<file path="config.mk">
export PLATFORM = sky130hd
export DESIGN_NAME = i2s_rx_multi
export DESIGN_NICKNAME = d
export VERILOG_FILES = /design/src/rtl/i2s_rx_multi.sv
export SDC_FILE = /design/constraint.sdc
export NUM_CORES = 2
export LEC_CHECK = 0
export ABC_AREA = 1
export CAP_MARGIN = 5
export CELL_PAD_IN_SITES_DETAIL_PLACEMENT = 0
export CELL_PAD_IN_SITES_GLOBAL_PLACEMENT = 2
export CORE_UTILIZATION = 44
export CTS_CLUSTER_SIZE = 8
export DETAILED_ROUTE_END_ITERATION = 12
export DONT_BUFFER_PORTS = 1
export PLACE_DENSITY_LB_ADDON = 0.1
export SETUP_SLACK_MARGIN = 0.1
export SLEW_MARGIN = 5
export SYNTH_ARGS = -nofsm -noshare
export SYNTH_HDL_FRONTEND = slang
export SYNTH_SLANG_ARGS = --single-unit
</file>
<file path="constraint.sdc">
create_clock -name clk -period 11.9 [get_ports clk]
set_input_delay 1.19 -clock clk [delete_from_list [all_inputs] [get_ports clk]]
set_output_delay 1.19 -clock clk [all_outputs]
set_load 0.005 [all_outputs]
</file>
<file path="src/rtl/i2s_rx_multi.sv">
module i2s_rx_multi #(
  parameter int NPAIR = 4,
  parameter int DEPTH = 8,
  parameter int AW    = 9
) (
  input  logic             clk,
  input  logic             rst_n,
  input  logic             bus_wr,
  input  logic             bus_rd,
  input  logic [AW-1:0]    bus_addr,
  input  logic [31:0]      bus_wdata,
  output logic [31:0]      bus_rdata,
  input  logic             bclk,
  input  logic             lrclk,
  input  logic [NPAIR-1:0] sdin,
  output logic             irq
);
  localparam int PW = $clog2(NPAIR);
  localparam int DW = $clog2(DEPTH);
  localparam logic [DW:0]   FULL    = (DW+1)'(DEPTH);
  localparam logic [AW-1:0] A_GEN   = AW'('h000);
  localparam logic [AW-1:0] A_RXEN  = AW'('h004);
  localparam logic [AW-1:0] A_FLUSH = AW'('h014);
  localparam logic [AW-1:0] A_BASE  = AW'('h020);
  localparam logic [AW-1:0] A_DMA   = AW'('h1C0);
  localparam logic [5:0] O_LEFT = 6'h00, O_RIGHT = 6'h04, O_EN = 6'h08, O_RES = 6'h10;
  localparam logic [5:0] O_STAT = 6'h18, O_MASK = 6'h1C, O_OVC = 6'h20, O_THR = 6'h28;

  logic gen_en, rx_en, synced, bclk_q, ws_q, dma_hi;
  logic [5:0] bitcnt;
  logic [NPAIR-1:0] pen, lvalid, ovr, push, pop;
  logic [2:0]    rcode [NPAIR];
  logic [1:0]    msk   [NPAIR];
  logic [1:0]    stat  [NPAIR];
  logic [DW-1:0] thr   [NPAIR];
  logic [DW-1:0] wp    [NPAIR];
  logic [DW-1:0] rp    [NPAIR];
  logic [DW:0]   cnt   [NPAIR];
  logic [31:0]   sh    [NPAIR];
  logic [31:0]   lhold [NPAIR];
  logic [31:0]   word  [NPAIR];
  logic [63:0]   mem   [NPAIR][DEPTH];

  wire run      = gen_en & rx_en;
  wire rise     = bclk & ~bclk_q;
  wire edge_ws  = rise & (lrclk != ws_q);
  wire flush    = bus_wr && bus_addr == A_FLUSH && bus_wdata[0];
  wire [AW-1:0] rel = bus_addr - A_BASE;
  wire [PW-1:0] psel = rel[PW+5:6];
  wire [5:0] off = rel[5:0];
  wire in_pair = bus_addr >= A_BASE && (rel >> 6) < AW'(NPAIR);

  function automatic logic [5:0] wbits(input logic [2:0] c);
    case (c)
      3'd2:    return 6'd16;
      3'd4:    return 6'd24;
      default: return 6'd32;
    endcase
  endfunction

  always_comb begin
    irq = 1'b0;
    for (int p = 0; p < NPAIR; p++) begin
      word[p] = (bitcnt < wbits(rcode[p])) ? {sh[p][30:0], sdin[p]} : sh[p];
      push[p] = run & pen[p] & synced & edge_ws & ws_q & lvalid[p];
      pop[p]  = cnt[p] != '0 && bus_rd &&
                ((in_pair && psel == PW'(p) && off == O_RIGHT) ||
                 (p == 0 && bus_addr == A_DMA && dma_hi));
      stat[p] = {ovr[p], cnt[p] > {1'b0, thr[p]}};
      irq     = irq | (|(stat[p] & ~msk[p]));
    end
  end

  always_comb begin
    bus_rdata = '0;
    if (bus_addr == A_GEN) bus_rdata[0] = gen_en;
    else if (bus_addr == A_RXEN) bus_rdata[0] = rx_en;
    else if (bus_addr == A_DMA) begin
      if (cnt[0] != '0) bus_rdata = dma_hi ? mem[0][rp[0]][31:0] : mem[0][rp[0]][63:32];
    end else if (in_pair) begin
      case (off)
        O_LEFT:  if (cnt[psel] != '0) bus_rdata = mem[psel][rp[psel]][63:32];
        O_RIGHT: if (cnt[psel] != '0) bus_rdata = mem[psel][rp[psel]][31:0];
        O_EN:    bus_rdata[0]    = pen[psel];
        O_RES:   bus_rdata[2:0]  = rcode[psel];
        O_STAT:  bus_rdata[1:0]  = stat[psel];
        O_MASK:  bus_rdata[1:0]  = msk[psel];
        O_THR:   bus_rdata[DW-1:0] = thr[psel];
        default: bus_rdata = '0;
      endcase
    end
  end

  always_ff @(posedge clk or negedge rst_n) begin
    if (!rst_n) begin
      gen_en <= 1'b0; rx_en <= 1'b0; synced <= 1'b0; bclk_q <= 1'b0;
      ws_q <= 1'b0; dma_hi <= 1'b0; bitcnt <= '0;
      pen <= '0; lvalid <= '0; ovr <= '0;
      for (int p = 0; p < NPAIR; p++) begin
        rcode[p] <= 3'd5; msk[p] <= 2'b11; thr[p] <= '0;
        wp[p] <= '0; rp[p] <= '0; cnt[p] <= '0; sh[p] <= '0; lhold[p] <= '0;
      end
    end else begin
      bclk_q <= bclk;
      if (rise) ws_q <= lrclk;
      if (!run) begin synced <= 1'b0; bitcnt <= '0; end
      else if (edge_ws) begin synced <= 1'b1; bitcnt <= '0; end
      else if (rise && bitcnt != 6'd63) bitcnt <= bitcnt + 6'd1;
      if (bus_wr && bus_addr == A_GEN)  gen_en <= bus_wdata[0];
      if (bus_wr && bus_addr == A_RXEN) rx_en  <= bus_wdata[0];
      if (flush) dma_hi <= 1'b0;
      else if (bus_rd && bus_addr == A_DMA && cnt[0] != '0) dma_hi <= ~dma_hi;
      for (int p = 0; p < NPAIR; p++) begin
        if (in_pair && psel == PW'(p) && off == O_OVC && (bus_wr || bus_rd)) ovr[p] <= 1'b0;
        if (bus_wr && in_pair && psel == PW'(p)) begin
          case (off)
            O_EN:    pen[p] <= bus_wdata[0];
            O_RES:   if (bus_wdata[2:0] inside {3'd2, 3'd4, 3'd5}) rcode[p] <= bus_wdata[2:0];
            O_MASK:  msk[p] <= bus_wdata[1:0];
            O_THR:   thr[p] <= bus_wdata[DW-1:0];
            default: ;
          endcase
        end
        if (!(run && pen[p])) begin
          sh[p] <= '0; lvalid[p] <= 1'b0;
        end else if (edge_ws) begin
          sh[p] <= '0;
          if (ws_q) lvalid[p] <= 1'b0;
          else if (synced) begin lhold[p] <= word[p]; lvalid[p] <= 1'b1; end
        end else if (rise && bitcnt < wbits(rcode[p])) sh[p] <= word[p];
        if (flush) begin
          wp[p] <= '0; rp[p] <= '0; cnt[p] <= '0;
        end else begin
          if (push[p] && cnt[p] == FULL) ovr[p] <= 1'b1;
          if (push[p] && cnt[p] != FULL) wp[p] <= wp[p] + DW'(1);
          if (pop[p]) rp[p] <= rp[p] + DW'(1);
          cnt[p] <= cnt[p] + (DW+1)'(push[p] && cnt[p] != FULL) - (DW+1)'(pop[p]);
        end
      end
    end
  end

  always_ff @(posedge clk) begin
    for (int p = 0; p < NPAIR; p++)
      if (!flush && push[p] && cnt[p] != FULL) mem[p][wp[p]] <= {lhold[p], word[p]};
  end

  for (genvar g = 0; g < NPAIR; g++) begin : g_chk
    assert_fill_bound_R6: assert property (@(posedge clk) disable iff (!rst_n)
      cnt[g] <= FULL);
    assert_ovr_from_full_R6: assert property (@(posedge clk) disable iff (!rst_n)
      $rose(ovr[g]) |-> $past(cnt[g]) == FULL);
    assert_flush_empty_R9: assert property (@(posedge clk) disable iff (!rst_n)
      flush |=> cnt[g] == '0);
    assert_res_legal_R4: assert property (@(posedge clk) disable iff (!rst_n)
      rcode[g] == 3'd2 || rcode[g] == 3'd4 || rcode[g] == 3'd5);
    assert_no_fill_idle_R2: assert property (@(posedge clk) disable iff (!rst_n)
      !(run && pen[g]) |=> cnt[g] <= $past(cnt[g]));
  end
endmodule

</file>
=== Word level (Yosys, flattened, before mapping) ===
Memory sizes are Yosys's and may differ from the RTL's.
Index checks and enable logic that the tools add are counted.

* Add/sub/neg operators: 18
* Magnitude comparators: 26
* Eq/ne operators: 48
* Muxes and demuxes: 130
* Bitwise operators: 44
* Reduce and logical (&&, ||, !) cells: 115

{| class="wikitable"
|+ Operator list
! kind !! count
|-
| $mux 512 || 4
|-
| $demux 64 s3 || 4
|-
| $mux 32 || 22
|-
| $mux 64 || 8
|-
| $bmux 64 s3 || 2
|-
| $logic_and 1x1->1 || 66
|-
| $mux 3 || 22
|-
| $mux 6 || 11
|-
| $mux 31 || 2
|-
| $pmux 29 s2 || 1
|-
| $lt 6x6->1 || 8
|-
| $pmux 6 s2 || 4
|-
| $reduce_and 2->1 || 16
|-
| $mux 1 || 30
|-
| $add 3x1->3 const B || 8
|-
| $ge 4x4->1 const B || 6
|-
| $mux 4 || 6
|-
| $not 3->4 || 6
|-
| $and 1x1->1 || 23
|-
| $reduce_bool 4->1 || 5
|-
| $bmux 3 s2 || 3
|-
| $eq 3x3->1 const B || 6
|-
| $eq 6x5->1 const B || 3
|-
| $reduce_bool 2->1 || 9
|-
| other kinds (49) || 106
|}

* Bits in registers: 352
* Memory bits (writable): 2048
* Input port bits: 51
* Output and inout port bits: 33
* Logic and storage cells: 430
* Memories kept: 1

{| class="wikitable"
|+ Memory list
! name !! depth !! bits a word !! rd ports !! clocked after memory_dff !! write ports !! RTL line !! source
|-
| mem || 4 || 512 || 2 || 0 || 4 || 42 || <nowiki>logic [63:0] mem [NPAIR][DEPTH];</nowiki>
|}

=== Depth between registers and ports, before layout ===
* Depth in word-level cells: 15
* Mapped depth: 20
* Depth with buffers taken out: 18

=== Worst setup path before layout ===
Ideal clock, no wire load.

* Path kind: input -> register
* Start point: input port bclk
* End point: memory mem[0][100] in the netlist's numbering (enable)
* Setup time: 565 ps
* Arrival: 6844 ps
* Required time: 11335 ps
* Path slack: 4491 ps
* Cell stages on the path: 11
* Buffers on the path: 0
* Cell sequence: inv_1 nor2_2 inv_2 nor2_1 nand3_1 or2_2 nor2_1 inv_1 nor2_1 nand2_1 nor3_1

{| class="wikitable"
|+ RTL lines
! element !! RTL line !! source
|-
| start: declaration || 13 || <nowiki>input logic bclk,</nowiki>
|-
| end: declaration || 42 ||
|}

=== Worst setup path after layout ===
* Start point: input port bus_addr[5]
* End point: output port bus_rdata[1]

* Word-level cells in the longest chain between the ends: 15
* Elaborated cells on any way between the ends: 45
* Those cells by class: add/sub (1); order compare (2); eq/ne (7); mux (28); bitwise (2); reduce/logical (4); memory (1)

{| class="wikitable"
|+ Ends and longest elaborated chain
! element !! RTL line !! source
|-
| start: declaration || 10 || <nowiki>input logic [AW-1:0] bus_addr,</nowiki>
|-
| $sub 9x6->9 || 48 || <nowiki>wire [AW-1:0] rel = bus_addr - A_BASE;</nowiki>
|-
| $not 2->3 (not written as such) || -- ||
|-
| $bmux 3 s2 || 82, 83 ||
|-
| $mux 3 (not written as such) (2 in a row) || 82, 83 ||
|-
| $not 3->4 (not written as such) || 82, 83 ||
|-
| $bmux 64 s3 || 82, 83 ||
|-
| $mux 64 (not written as such) (2 in a row) || 83 || <nowiki>O_RIGHT: if (cnt[psel] != '0) bus_rdata = mem[psel][rp[psel]][31:0];</nowiki>
|-
| $mux 32, on equally long branches || 83, 82 ||
|-
| $pmux 1 s6 || 81 || <nowiki>case (off)</nowiki>
|-
| $mux 32 || 80 || <nowiki>end else if (in_pair) begin</nowiki>
|-
| $mux 32 || 78 || <nowiki>else if (bus_addr == A_DMA) begin</nowiki>
|-
| $mux 31 || 77 || <nowiki>else if (bus_addr == A_RXEN) bus_rdata[0] = rx_en;</nowiki>
|-
| $mux 31 (*) || 76 || <nowiki>if (bus_addr == A_GEN) bus_rdata[0] = gen_en;</nowiki>
|-
| end: declaration || 12 || <nowiki>output logic [31:0] bus_rdata,</nowiki>
|}

Every way passes the cells marked *; elsewhere a longest branch is shown, timed or not. The select of a mux whose other input is x is not followed.

==> impl_metrics.yaml <==
global_route:
  grt-ovfl-total: 0
  grt_max_degree: 243
  antenna_found_initial: 9
  grt_pass1_wl_mm: 578
  grt_usage_pct: 35.8
  grt_pass1_vias: 73500
min_path:
  worstHoldPathType: "in2async"
power:
  vdd_drop_max_uv: 105
  power-per-cell-area_nw_per_um2: 174
  p_leak_nw: 44.8
  power.total_mw: 20.1
finish:
  area_delta_synth_final_pct: 13.5
  nets: 9105
  multi_input_area_um2: 27200
  drive_gt1_share_pct: 9.24
  ff_latch_area_um2: 70300
  fillers: 20600
clock_tree:
  path_clk_slew_ns: 0.05
  clock_sinks: 2400
  max-clock-path-buffers: 4
  cts_resized: 0
  cts-root-buf: "clkbuf_16"
  insertion_delay_ns: 0.99
  cts_made_buffers: 350
  cts_tree: "done"
  h-tree-depth: 5
sta:
  fin_crit_sh_pct: 64.0
  slew_headroom_pct: -13.9
  maxSlewViolCount: 30
  layout_min_cycle_time_ns: 7.61
  hold_viol_final: 0
  fmax_mhz: 131
  worstMarginPinSlew_ns: 1.71
  setup_tns_ns: 0
  clock_skew_ns: 0.0764
  finalSetupViolCount: 0
  rsz0062_at_grt: "false"
placement:
  dp_hpwl_mm: 211
  portBuffers: 0
  gp_congestion: 0.823
synth:
  ys.warnings.count: 0
  syn_area_per_cell_um2: 11.3
  yosysSeqAreaShare_pct: 69.1
  ys_types: 50
  ys_seq_elements: 2400
  synth_edf_count: 2048
  synth_area_um2: 102000
  syn_nets: 9092
  synthCells: 8983
  ys.flop_type: "edfxtp_1"
  async_reset_ff_share_pct: 14.7
route:
  num_vias: 76200
  postRouteAntennaNets: 0
  drt-initial-drc-count: 9375
  drc_errors: 0
  drt-total-wl_mm: 420
  wire_per_inst_um: 34.2
  drtPass1Iterations: 6
  via_per_inst: 6.20
die:
  die_w_um: 483
  start_util_pct: 44.3
  io_pins: 84
  die-area_um2: 233000
  design.core.area_um2: 230000
  num_rows: 176
  die-height_um: 483
outcome:
  status: "finished with violations"
  violations: "max-slew violations"
setup_path:
  cp.required_ns: 10.71
  max_stage_delay_ns: 0.85
  crit_fanout: 129
  critPathBufInv: 3
  crit_path_end_kind: "output port"
  path_class: "in2out"
  critPathArrivalTime_ns: 6.42
  cp-start-kind: "input port"
  cp_cell_sequence: "inv_1, ha_4, buf_4, nand2_1, nand2_1, nand2_1, nand2_8, buf_12, nand3_1, nand3_1, nand3_1, nand2_1, nand3_1, nand3_1, nand2_1, a21oi_1"
  slowest_stage: "buf_4"
  critPathTopFamily: "simple AND/OR/NAND/NOR gates"
job:
  drv_cap: 0
timing repair:
action / 4_1_cts / 5_1_grt
hold buffers: 1 / 0
buffers inserted: 0 / 0
hold endpoints to repair: 111 / 0
endpoints found under the setup margin: 0 / 0
sequential cells by signal, indices dropped and copies added, names as in the netlist:
name	count
bitcnt	6
rx_en	1
wp	12
synced	1
lvalid	4
mem	2048
ovr	4
cnt	16
thr	12
dma_hi	1
gen_en	1
ws_q	1
rcode	12
lhold	128
msk	8
rp	12
pen	4
sh	128
bclk_q	1
synth_stat cells (12+ instances only):
cell type | instances | share of area (%)
o22a_1 | 22 | 0.19
a211oi_1 | 129 | 0.95
clkbuf_1 | 263 | 0.97
nand3_1 | 444 | 2.2
nand2_1 | 1344 | 5.0
o31ai_1 | 28 | 0.21
nand4_1 | 14 | 0.086
nand3b_1 | 33 | 0.24
buf_1 | 48 | 0.18
a22oi_1 | 17 | 0.13
buf_4 | 24 | 0.18
o22ai_1 | 208 | 1.3
o21ai_0 | 844 | 4.2
or2_2 | 170 | 1.0
dfstp_2 | 16 | 0.41
a31oi_1 | 15 | 0.092
a21oi_1 | 336 | 1.7
o21ai_1 | 12 | 0.059
nor2_1 | 1345 | 5.0
o221ai_1 | 72 | 0.62
o211ai_1 | 121 | 0.89
o2111ai_1 | 148 | 1.3
dfrtp_1 | 336 | 8.3
nor3_1 | 43 | 0.21
inv_1 | 567 | 2.1
buf_2 | 213 | 1.0
edfxtp_1 | 2048 | 60
ha_1 | 54 | 0.66
cell type report:
type / count / share of cell area [%]
Tap cell: 3026 / 3.28
Multi-Input combinational cell: 5451 / 23.6
Clock buffer: 611 / 8.54
Timing Repair Buffer: 218 / 1.67
Sequential cell: 2400 / 60.9
Inverter: 575 / 1.90
Antenna cell: 9 / 0.0195
Clock inverter: 9 / 0.0964
logic make-up after synthesis:
kind of cell	Yosys count	synth area share, %
xor gates and xnor gates	4	0.0344
adders and majority gates	58	0.743
and+or+nand+nor	3411	13.8
muxes	3	0.0295
AOI/OAI and AO/OA	1975	11.7
DFF	2400	69.1
buffers and inverters	1132	4.58
placed cells by master, fill, tap and decap left out, types with 16 or more instances in the layout:
cell type	instances
nor2_1	1340
edfxtp_1	2048
o221ai_1	72
o21ai_1	43
dfstp_2	16
a211oi_1	129
clkbuf_16	356
o211ai_1	121
buf_4	195
nand2_1	1329
nor3_2	32
inv_1	561
ha_1	53
a22oi_1	17
or2_2	170
buf_12	22
o31ai_1	28
o22a_1	22
dfrtp_1	332
o22ai_1	208
clkbuf_1	255
nand3b_1	33
o21ai_0	812
nand3_1	441
o2111ai_1	148
a21oi_1	336
stage by stage:
step / util, % / worst slack, ns / hold slack, ns / cell area [um^2] / std cells
5_1_grt: 50.2 / 3.96 / 0.0551 / 115000 / 12300
3_3_place_gp: 45.9 / 4.06 / 0.481 / 105000 / 11700
3_5_place_dp: 45.9 / 4.13 / 0.484 / 105000 / 11700
4_1_cts: 50.2 / 4.13 / 0.0136 / 115000 / 12300
6_report: 50.2 / 4.29 / 0.132 / 115000 / 12300
2_1_floorplan: - / 4.49 / 0.462 / 102000 / 8983
worst paths after layout:
path / startpoint / to / slack, ns / cells past startpoint
setup / recovery: bus_addr[5] / bus_rdata[1] / 4.29 / 16
hold / removal: rst_n / sh[68] / 0.13 / 0
setup reg to reg: bclk_q / mem[0][508] / 6.31 / 12
hold reg to reg: rcode[9] / rcode[9] / 0.49 / 2
max in group asynchronous: rst_n / lhold[63] / 10.76 / 1
min in group clk: bclk / bclk_q / 0.24 / 0
layer usage:
layer / routed length [um] / GRT usage [%] / share of wire (%)
met1: 172000 / 49.4 / 41
met2: 191000 / 56.2 / 46
met3: 41200 / 6.99 / 9.8
met4: 15900 / 13.3 / 3.8
met5: 264 / 0.694 / 0.063
where the power goes:
| part | switching, mW | total (mW) | internal [mW] |
|---|---|---|---|
| registers | 0.0380 | 9.10 | 9.06 |
| clock network | 3.67 | 9.22 | 5.55 |
| logic | 1.28 | 1.76 | 0.479 |
Power figures use the tool's default switching activity.
